`config.mk`:
```
export PLATFORM = sky130hd
export DESIGN_NAME = fused_out_ctl
export DESIGN_NICKNAME = d
export VERILOG_FILES = /design/src/rtl/fused_out_pkg.sv /design/src/rtl/fo_rst_sync.sv /design/src/rtl/fo_fault_filter.sv /design/src/rtl/fo_fuse_drive.sv /design/src/rtl/fused_out_ctl.sv
export SDC_FILE = /design/constraint.sdc
export NUM_CORES = 1
export LEC_CHECK = 0
export BUFFER_PORTS_ARGS = -buffer_cell sky130_fd_sc_hd__buf_2
export CORE_ASPECT_RATIO = 0.75
export CORE_MARGIN = 2
export CORE_UTILIZATION = 30
export DETAILED_ROUTE_END_ITERATION = 16
export GPL_ROUTABILITY_DRIVEN = 1
export PLACE_DENSITY = 0.46
export SYNTH_ARGS = -nofsm -noshare
export SYNTH_HDL_FRONTEND = slang
export SYNTH_HIERARCHICAL = 1
export SYNTH_SLANG_ARGS = --single-unit
```
`constraint.sdc`:
```
create_clock -name clk -period 1.79 [get_ports clk]
set_clock_uncertainty 0.05 [all_clocks]
set_input_delay 0.358 -clock clk [delete_from_list [all_inputs] [get_ports clk]]
set_output_delay 0.358 -clock clk [all_outputs]
set_load 0.01 [all_outputs]
```
`src/rtl/fused_out_pkg.sv`:
```
package fused_out_pkg;
  typedef struct packed {
    logic long_flt;
    logic fuse_en;
    logic enable;
    logic force_on;
  } ch_ctrl_t;

  localparam int unsigned CTRL_BITS_PER_CH = 4;

  function automatic ch_ctrl_t get_ctrl(input logic [CTRL_BITS_PER_CH-1:0] nib);
    ch_ctrl_t c;
    c.long_flt = nib[3];
    c.fuse_en  = nib[2];
    c.enable   = nib[1];
    c.force_on = nib[0];
    return c;
  endfunction
endpackage

```
`src/rtl/fo_rst_sync.sv`:
```
module fo_rst_sync #(
  parameter int unsigned STAGES = 2
) (
  input  logic clk,
  input  logic rst_n,
  output logic rst_n_sync
);
  logic [STAGES-1:0] sync_q;

  always_ff @(posedge clk or negedge rst_n) begin
    if (!rst_n) sync_q <= '0;
    else        sync_q <= {sync_q[STAGES-2:0], 1'b1};
  end

  assign rst_n_sync = sync_q[STAGES-1];
endmodule

```
`src/rtl/fo_fault_filter.sv`:
```
module fo_fault_filter #(
  parameter int unsigned FAST_TICKS = 1000000,
  parameter int unsigned SLOW_TICKS = 12500000
) (
  input  logic clk,
  input  logic rst_n,
  input  logic long_sel,
  input  logic raw,
  output logic flt
);
  localparam int unsigned MAX_TICKS = (SLOW_TICKS > FAST_TICKS) ? SLOW_TICKS : FAST_TICKS;
  localparam int unsigned CNT_W = $clog2(MAX_TICKS + 1);
  localparam logic [CNT_W-1:0] FAST_LIM = CNT_W'(FAST_TICKS - 1);
  localparam logic [CNT_W-1:0] SLOW_LIM = CNT_W'(SLOW_TICKS - 1);

  logic [CNT_W-1:0] cnt_q, cnt_d;
  logic [CNT_W-1:0] lim;
  logic             flt_q, flt_d;
  logic             at_lim;

  always_comb begin
    lim    = long_sel ? SLOW_LIM : FAST_LIM;
    at_lim = (cnt_q >= lim);
    flt_d  = raw && at_lim;
    if (!raw)        cnt_d = '0;
    else if (at_lim) cnt_d = cnt_q;
    else             cnt_d = cnt_q + 1'b1;
  end

  always_ff @(posedge clk or negedge rst_n) begin
    if (!rst_n) begin
      cnt_q <= '0;
      flt_q <= 1'b0;
    end else begin
      cnt_q <= cnt_d;
      flt_q <= flt_d;
    end
  end

  assign flt = flt_q;

  // a low sample clears both the count and the recognized fault
  assert_low_sample_restarts_R7: assert property (@(posedge clk) disable iff (!rst_n)
    !raw |=> (cnt_q == '0) && !flt_q);
  assert_fault_needs_raw_R8: assert property (@(posedge clk) disable iff (!rst_n)
    $rose(flt_q) |-> $past(raw));
endmodule

```
`src/rtl/fo_fuse_drive.sv`:
```
module fo_fuse_drive
  import fused_out_pkg::*;
(
  input  logic     clk,
  input  logic     rst_n,
  input  ch_ctrl_t ctrl,
  input  logic     cmp_req,
  input  logic     pwm_req,
  input  logic     flt,
  output logic     drive,
  output logic     sts
);
  logic lat_q, lat_d;
  logic drv_q, drv_d;
  logic set_lat, clr_lat;

  always_comb begin
    set_lat = flt && ctrl.fuse_en;
    clr_lat = !ctrl.fuse_en && ctrl.enable;
    if (set_lat)      lat_d = 1'b1;
    else if (clr_lat) lat_d = 1'b0;
    else              lat_d = lat_q;
    drv_d = ctrl.enable && !lat_q && (ctrl.force_on || cmp_req || pwm_req);
  end

  always_ff @(posedge clk or negedge rst_n) begin
    if (!rst_n) begin
      lat_q <= 1'b0;
      drv_q <= 1'b0;
    end else begin
      lat_q <= lat_d;
      drv_q <= drv_d;
    end
  end

  assign drive = drv_q;
  assign sts   = lat_q | flt;

  assert_disabled_off_R1: assert property (@(posedge clk) disable iff (!rst_n)
    !ctrl.enable |=> !drive);
  assert_forced_on_R2: assert property (@(posedge clk) disable iff (!rst_n)
    ctrl.enable && ctrl.force_on && !sts |=> drive);
  assert_latched_off_R9: assert property (@(posedge clk) disable iff (!rst_n)
    lat_q |=> !drive);
  assert_latch_holds_R10: assert property (@(posedge clk) disable iff (!rst_n)
    lat_q && !(!ctrl.fuse_en && ctrl.enable) |=> sts);
  assert_recovery_R10: assert property (@(posedge clk) disable iff (!rst_n)
    lat_q && !ctrl.fuse_en && ctrl.enable |=> !lat_q);
endmodule

```
`src/rtl/fused_out_ctl.sv`:
```
module fused_out_ctl
  import fused_out_pkg::*;
#(
  parameter int unsigned NUM_CH     = 2,
  parameter int unsigned FAST_TICKS = 1000000,
  parameter int unsigned SLOW_TICKS = 12500000
) (
  input  logic                               clk,
  input  logic                               rst_n,
  input  logic [NUM_CH*CTRL_BITS_PER_CH-1:0] ctrl_i,
  input  logic [NUM_CH-1:0]                  cmp_req_i,
  input  logic [NUM_CH-1:0]                  pwm_req_i,
  input  logic [NUM_CH-1:0]                  fault_raw_i,
  output logic [NUM_CH-1:0]                  drive_o,
  output logic [NUM_CH-1:0]                  fault_sts_o
);
  logic rst_n_s;

  fo_rst_sync #(.STAGES(2)) u_rst (
    .clk        (clk),
    .rst_n      (rst_n),
    .rst_n_sync (rst_n_s)
  );

  for (genvar ch = 0; ch < NUM_CH; ch++) begin : g_ch
    ch_ctrl_t c;
    logic     flt;

    // nibble n of the control word belongs to channel n
    assign c = get_ctrl(ctrl_i[ch*CTRL_BITS_PER_CH +: CTRL_BITS_PER_CH]);

    fo_fault_filter #(
      .FAST_TICKS (FAST_TICKS),
      .SLOW_TICKS (SLOW_TICKS)
    ) u_flt (
      .clk      (clk),
      .rst_n    (rst_n_s),
      .long_sel (c.long_flt),
      .raw      (fault_raw_i[ch]),
      .flt      (flt)
    );

    fo_fuse_drive u_drv (
      .clk     (clk),
      .rst_n   (rst_n_s),
      .ctrl    (c),
      .cmp_req (cmp_req_i[ch]),
      .pwm_req (pwm_req_i[ch]),
      .flt     (flt),
      .drive   (drive_o[ch]),
      .sts     (fault_sts_o[ch])
    );
  end

  assert_reset_quiet_R12: assert property (@(posedge clk)
    !rst_n_s |-> (drive_o == '0) && (fault_sts_o == '0));
endmodule

```
# After elaboration in Yosys (flattened, before gate mapping)
# Index checks and enable logic that the tools add are counted.
# totals
reg_bits	56
latch_bits	0
mem_bits_ro	0
input_bits	16
mem_bits_rw	0
memories	0
# classes
order_cmp	2
bitwise	2
n_eq_ne	2
n_addsub	2
n_mux	10
shifts	0
n_mul	0
div	0
reduce_logical	20
# op_table
cell	count
two-way mux 24 bit	6
adder 24 x 1 -> 24 bit (second input constant)	2
greater-or-equal comparator 24 bit	2
logical AND 1 bit	10
zero test 1 bit	4
logical OR 1 bit	4
two-way mux 1 bit	4
!= test 2 bit (second input constant)	2
nonzero test 2 bit	2
bitwise OR 1 bit	2

# Logic depth before layout (Yosys ltp)
# depth
word_depth	4
mapped_depth	9

# By module
# Netlist, hierarchy kept.
# modules_own_cells
module	seq_area_each_um2	instances	cells_per_inst	area_per_inst_um2
fo_fault_filter	625.6	2	189	1745.4
fo_fuse_drive	50.0	2	8	92.6
fo_rst_sync	50.0	1	3	53.8

# Worst setup path before layout
# Ideal clock, no wire load.
# synth_path
path_kind	input port to flip-flop
start	input ctrl_i[3]
end	register g_ch[0].u_flt.cnt_q[16]
t_required_ps	1662
arrival_ps	2464
setup_slack_ps	-802
path_stages	8
cell_sequence	inv_1 -> ha_1 -> or4_4 -> a2111oi_4 -> a221oi_2 -> buf_2 -> or4_1 -> a21oi_1
# synth_via
elab_chain_len	3
# synth_rtl
element	line	source
from (decl)	fused_out_ctl.sv:10	input logic [NUM_CH*CTRL_BITS_PER_CH-1:0] ctrl_i,
two-way mux 24 bit	fo_fault_filter.sv:22	lim = long_sel ? SLOW_LIM : FAST_LIM;
greater-or-equal comparator 24 bit	fo_fault_filter.sv:23	at_lim = (cnt_q >= lim);
!= test 2 bit (no source line)	n/a	
to (signal assigned)	fo_fault_filter.sv:35	cnt_q <= cnt_d;
to (decl)	fo_fault_filter.sv:16	logic [CNT_W-1:0] cnt_q, cnt_d;
# Every way passes these cells.
# A chain may end at the register's enable or synchronous reset.

# Worst setup path after layout
# layout_path
start	register g_ch[0].u_flt.cnt_q[5]
end	register g_ch[0].u_flt.cnt_q[10]
# layout_via
elab_chain_len	3
elab_cells_between_ends	5
# layout_rtl
element	line	source
adder 24 x 1 -> 24 bit	fo_fault_filter.sv:27	else cnt_d = cnt_q + 1'b1;
two-way mux 24 bit	fo_fault_filter.sv:26	else if (at_lim) cnt_d = cnt_q;
two-way mux 24 bit	fo_fault_filter.sv:25	if (!raw) cnt_d = '0;
# Parallel ways exist; a longest one is shown, timed or not. The select of a mux whose other input is x is not followed.

==> impl_metrics.csv <==
group,metric,value,unit
floorplanning,core_region_area,12200,um^2
run_status,status,"complete, but fails checks",
global_route,grt_antenna_before_repair,0,
setup_path,buffer_and_inverter_count_on_the_worst_path,1,
synth,postSynthAreaPerCell,9.40,um^2
place,post-dp-hpwl,8.57,mm
power_and_ir_drop,pwr_density_cell,416,nW/um^2
timing,grt_setup_unrepaired,"yes",
setup_path,crit_arrival,2.68,ns
power_and_ir_drop,vdd_ir_drop_max,359,uV
floorplanning,io_pins,20,
min_path,holdCritPathClass,"in -> reg",
finish,layout.area.seq,1400,um^2
global_route,global_route.overflow_total,0,
global_route,grt_pass1_wl,20.3,mm
setup_path,maximum_net_fanout_on_the_critical_path,5,
power_and_ir_drop,power.static_leakage,0.00263,uW
clock_tree,cts.htree.levels,2,
timing,slew_viol_final,0,
synth,synth.yosys.seq_area_share,0.376,
synth,ys_warn_count,6,
drt,wl_per_cell,17.4,um
synth,number_of_register_bits_inferred_by_synthesis,56,
place,post_dp_cell_area,5180,um^2
place,io_buffers,19,
global_route,number_of_global_route_vias_before_repair,3846,
setup_path,cp-end-kind,"flip-flop",
synth,async_reset_ff_frac,1.00,
timing,max_slew_margin,0.563,
place,placement.setup.worst_slack,-1.05,ns
finish,multi_input_area,3000,um^2
synth,synth_enable_flop_cells,0,
setup_path,critical-path-top-delay-family,"simple AND/OR/NAND/NOR gates",
timing,worst_pin_slew,0.654,ns
floorplanning,die-height,101,um
finish,layout.nets,605,
power_and_ir_drop,finalPower,2570,uW
floorplanning,die_area,13400,um^2
clock_tree,clockRootBuffer,"sky130_fd_sc_hd__clkbuf_16",
timing,setup_tns,-29.91,ns
timing,hold_viol_final,0,
drt,antenna_left,0,
timing,fmaxAchievable,399,MHz
floorplanning,row_count,35,
clock_tree,worstSkewPairLatency,0.30,ns
drt,dr.pass1.iters,4,
clock_tree,clk_pin_slew,0.08,ns
run_status,violations,"setup timing",
timing,fin_worst_hold_slack,0.194,ns
finish,mostFrequentLayoutCells,"sky130_fd_sc_hd__buf_4, sky130_fd_sc_hd__dfrtp_1, sky130_fd_sc_hd__nand2_1",
timing,finalCriticalPeriod,2.51,ns
finish,num-fill-cells,1119,
global_route,global_route.usage.total,0.191,
global_route,grt_start_max_net_pins,26,
drt,drt-vias-per-instance,5.29,
timing,setup_viol,50,
finish,finish.instance_area,6170,um^2
setup_path,critical_path_cell_sequence,"ha_2 -> or4_4 -> a2111oi_4 -> a221oi_4 -> buf_6 -> or4_4 -> a21oi_1",
setup_path,timing_worst_setup_path_type,"reg -> reg",
synth,yosysUniqueCellTypes,38,
clock_tree,cts_tree,"yes",
finish,proportion_of_layout_cells_with_a_drive_suffix_above_1,0.480,
finish,insertedDiodeCount,0,
setup_path,timing.critical_path.from_type,"flip-flop",
clock_tree,cts-root-to-sink-buffers,2,
timing,min_period_over_period,1.40,
drt,routed-via-count,3861,
clock_tree,numClockSinks,56,
setup_path,worstPathRequired,1.96,ns
drt,totalWireLength,12.7,mm
synth,syn_inst,397,
drt,initialDrtViolationCount,222,
setup_path,cpPeakStageDelay,0.53,ns
drt,drc,0,
finish,area_delta_synth_final,65.5,%
run,drv.max_cap_violation_count,0,
setup_path,crit_top_cell,"sky130_fd_sc_hd__or4_4",
finish,layout.cells.most_common,"sky130_fd_sc_hd__buf_4",
setup_path,critical_path.slowest_cell,"sky130_fd_sc_hd__or4_4",
synth,post_synth_design_cell_area,3730,um^2
floorplanning,die-width,133,um
place,gp_routability_congestion,0.790,
clock_tree,numCtsBuffers,5,
floorplanning,initial_standard_cell_utilization_of_the_core,0.305,
synth,postSynthNetCount,439,
synth,synthFlopType,"sky130_fd_sc_hd__dfrtp_1",
timing,timing.final.ws_setup,-0.719,ns
==> report_power, final <==
part | leakage (uW) | switching (uW) | internal, uW
combinational | 0.00179 | 146 | 119
sequential | 0.000766 | 18.7 | 1280
clock | 0.0000669 | 488 | 520
total | 0.00263 | 652 | 1920
==> worst register-to-register path, delay by kind of cell, from the launching register on <==
kind / cells / cell delay, ns
AOI/OAI and AO/OA: 3 / 0.64
adders and majority gates: 1 / 0.17
buffers and inverters: 1 / 0.17
DFF: 1 / 0.40
and+or+nand+nor: 2 / 1.01
==> repair_timing <==
item,4_1_cts,5_1_grt
buffers inserted,17,10
pin swaps,36,18
hold endpoints to repair,2,0
endpoints found under the setup margin,50,50
gates cloned,5,0
hold buffers,1,0
resized for setup,65,37
==> worst paths after layout <==
kind | from | end | slack, ns | depth (start not counted)
worst max-delay path | g_ch[0].u_flt/cnt_q[5] | g_ch[0].u_flt/cnt_q[10] | -0.72 | 7
worst min-delay path | ctrl_i[5] | g_ch[1].u_drv/lat_q | 0.19 | 2
worst max register to register | g_ch[0].u_flt/cnt_q[5] | g_ch[0].u_flt/cnt_q[10] | -0.72 | 7
worst min register to register | u_rst/sync_q[1] | g_ch[1].u_flt/cnt_q[9] | 0.21 | 0
max in group asynchronous | u_rst/sync_q[1] | g_ch[1].u_flt/cnt_q[1] | 0.90 | 1
min in group asynchronous | u_rst/sync_q[1] | g_ch[1].u_flt/cnt_q[9] | 0.21 | 0
==> metal layers <==
layer  up-vias  part of all wire  global-route usage
met3        10             0.040              0.0307
met5         -                 0                   0
met2        67              0.43               0.289
met4         0            0.0080              0.0364
met1      1904              0.52               0.287
li1       1880                 -                   -
==> stage by stage <==
| step | util | cells |
|---|---|---|
| after floorplan | - | 397 |
| after global placement | 0.424 | 690 |
| after detailed placement | 0.424 | 690 |
| after CTS | 0.484 | 721 |
| after global routing | 0.505 | 730 |
| final | 0.505 | 730 |
==> registers in the layout, summed over array words and instances (netlist names) <==
| register | flops |
|---|---|
| u_rst/sync_q | 2 |
| g_ch.u_flt/flt | 2 |
| g_ch.u_flt/cnt_q | 48 |
| g_ch.u_drv/drive | 2 |
| g_ch.u_drv/lat_q | 2 |
==> area by class of cell <==
type | count | area share
Multi-Input combinational cell | 313 | 0.487
Sequential cell | 56 | 0.227
Timing Repair Buffer | 171 | 0.218
Tap cell | 166 | 0.0336
Clock buffer | 6 | 0.0209
Inverter | 16 | 0.0109
Clock inverter | 2 | 0.00203
==> cell usage after synthesis (8+ instances only) <==
cell type / n / area (um^2)
sky130_fd_sc_hd__or4_1: 20 / 150
sky130_fd_sc_hd__nand4_1: 12 / 75.1
sky130_fd_sc_hd__ha_1: 26 / 325
sky130_fd_sc_hd__nor2_1: 8 / 30.0
sky130_fd_sc_hd__a21oi_1: 30 / 150
sky130_fd_sc_hd__nand2_1: 46 / 173
sky130_fd_sc_hd__clkbuf_1: 14 / 52.6
sky130_fd_sc_hd__mux2i_1: 20 / 200
sky130_fd_sc_hd__and4_1: 10 / 87.6
sky130_fd_sc_hd__inv_1: 16 / 60.1
sky130_fd_sc_hd__nand2b_1: 24 / 150
sky130_fd_sc_hd__o31ai_1: 20 / 150
sky130_fd_sc_hd__nand3_1: 18 / 90.1
sky130_fd_sc_hd__dfrtp_1: 56 / 1400
sky130_fd_sc_hd__nor4_1: 12 / 75.1
==> logic make-up (layout without fill, tap and decap cells) <==
kind of cell,Yosys count,in the layout,synth area share
compound gates,86,90,0.170
mux,20,20,0.0537
simple gates,176,176,0.279
fa+ha+maj,26,26,0.0872
buf+inv,32,195,0.0329
flops,56,56,0.376
other cells,1,1,0.00101
(Power assumes the default switching activity.)
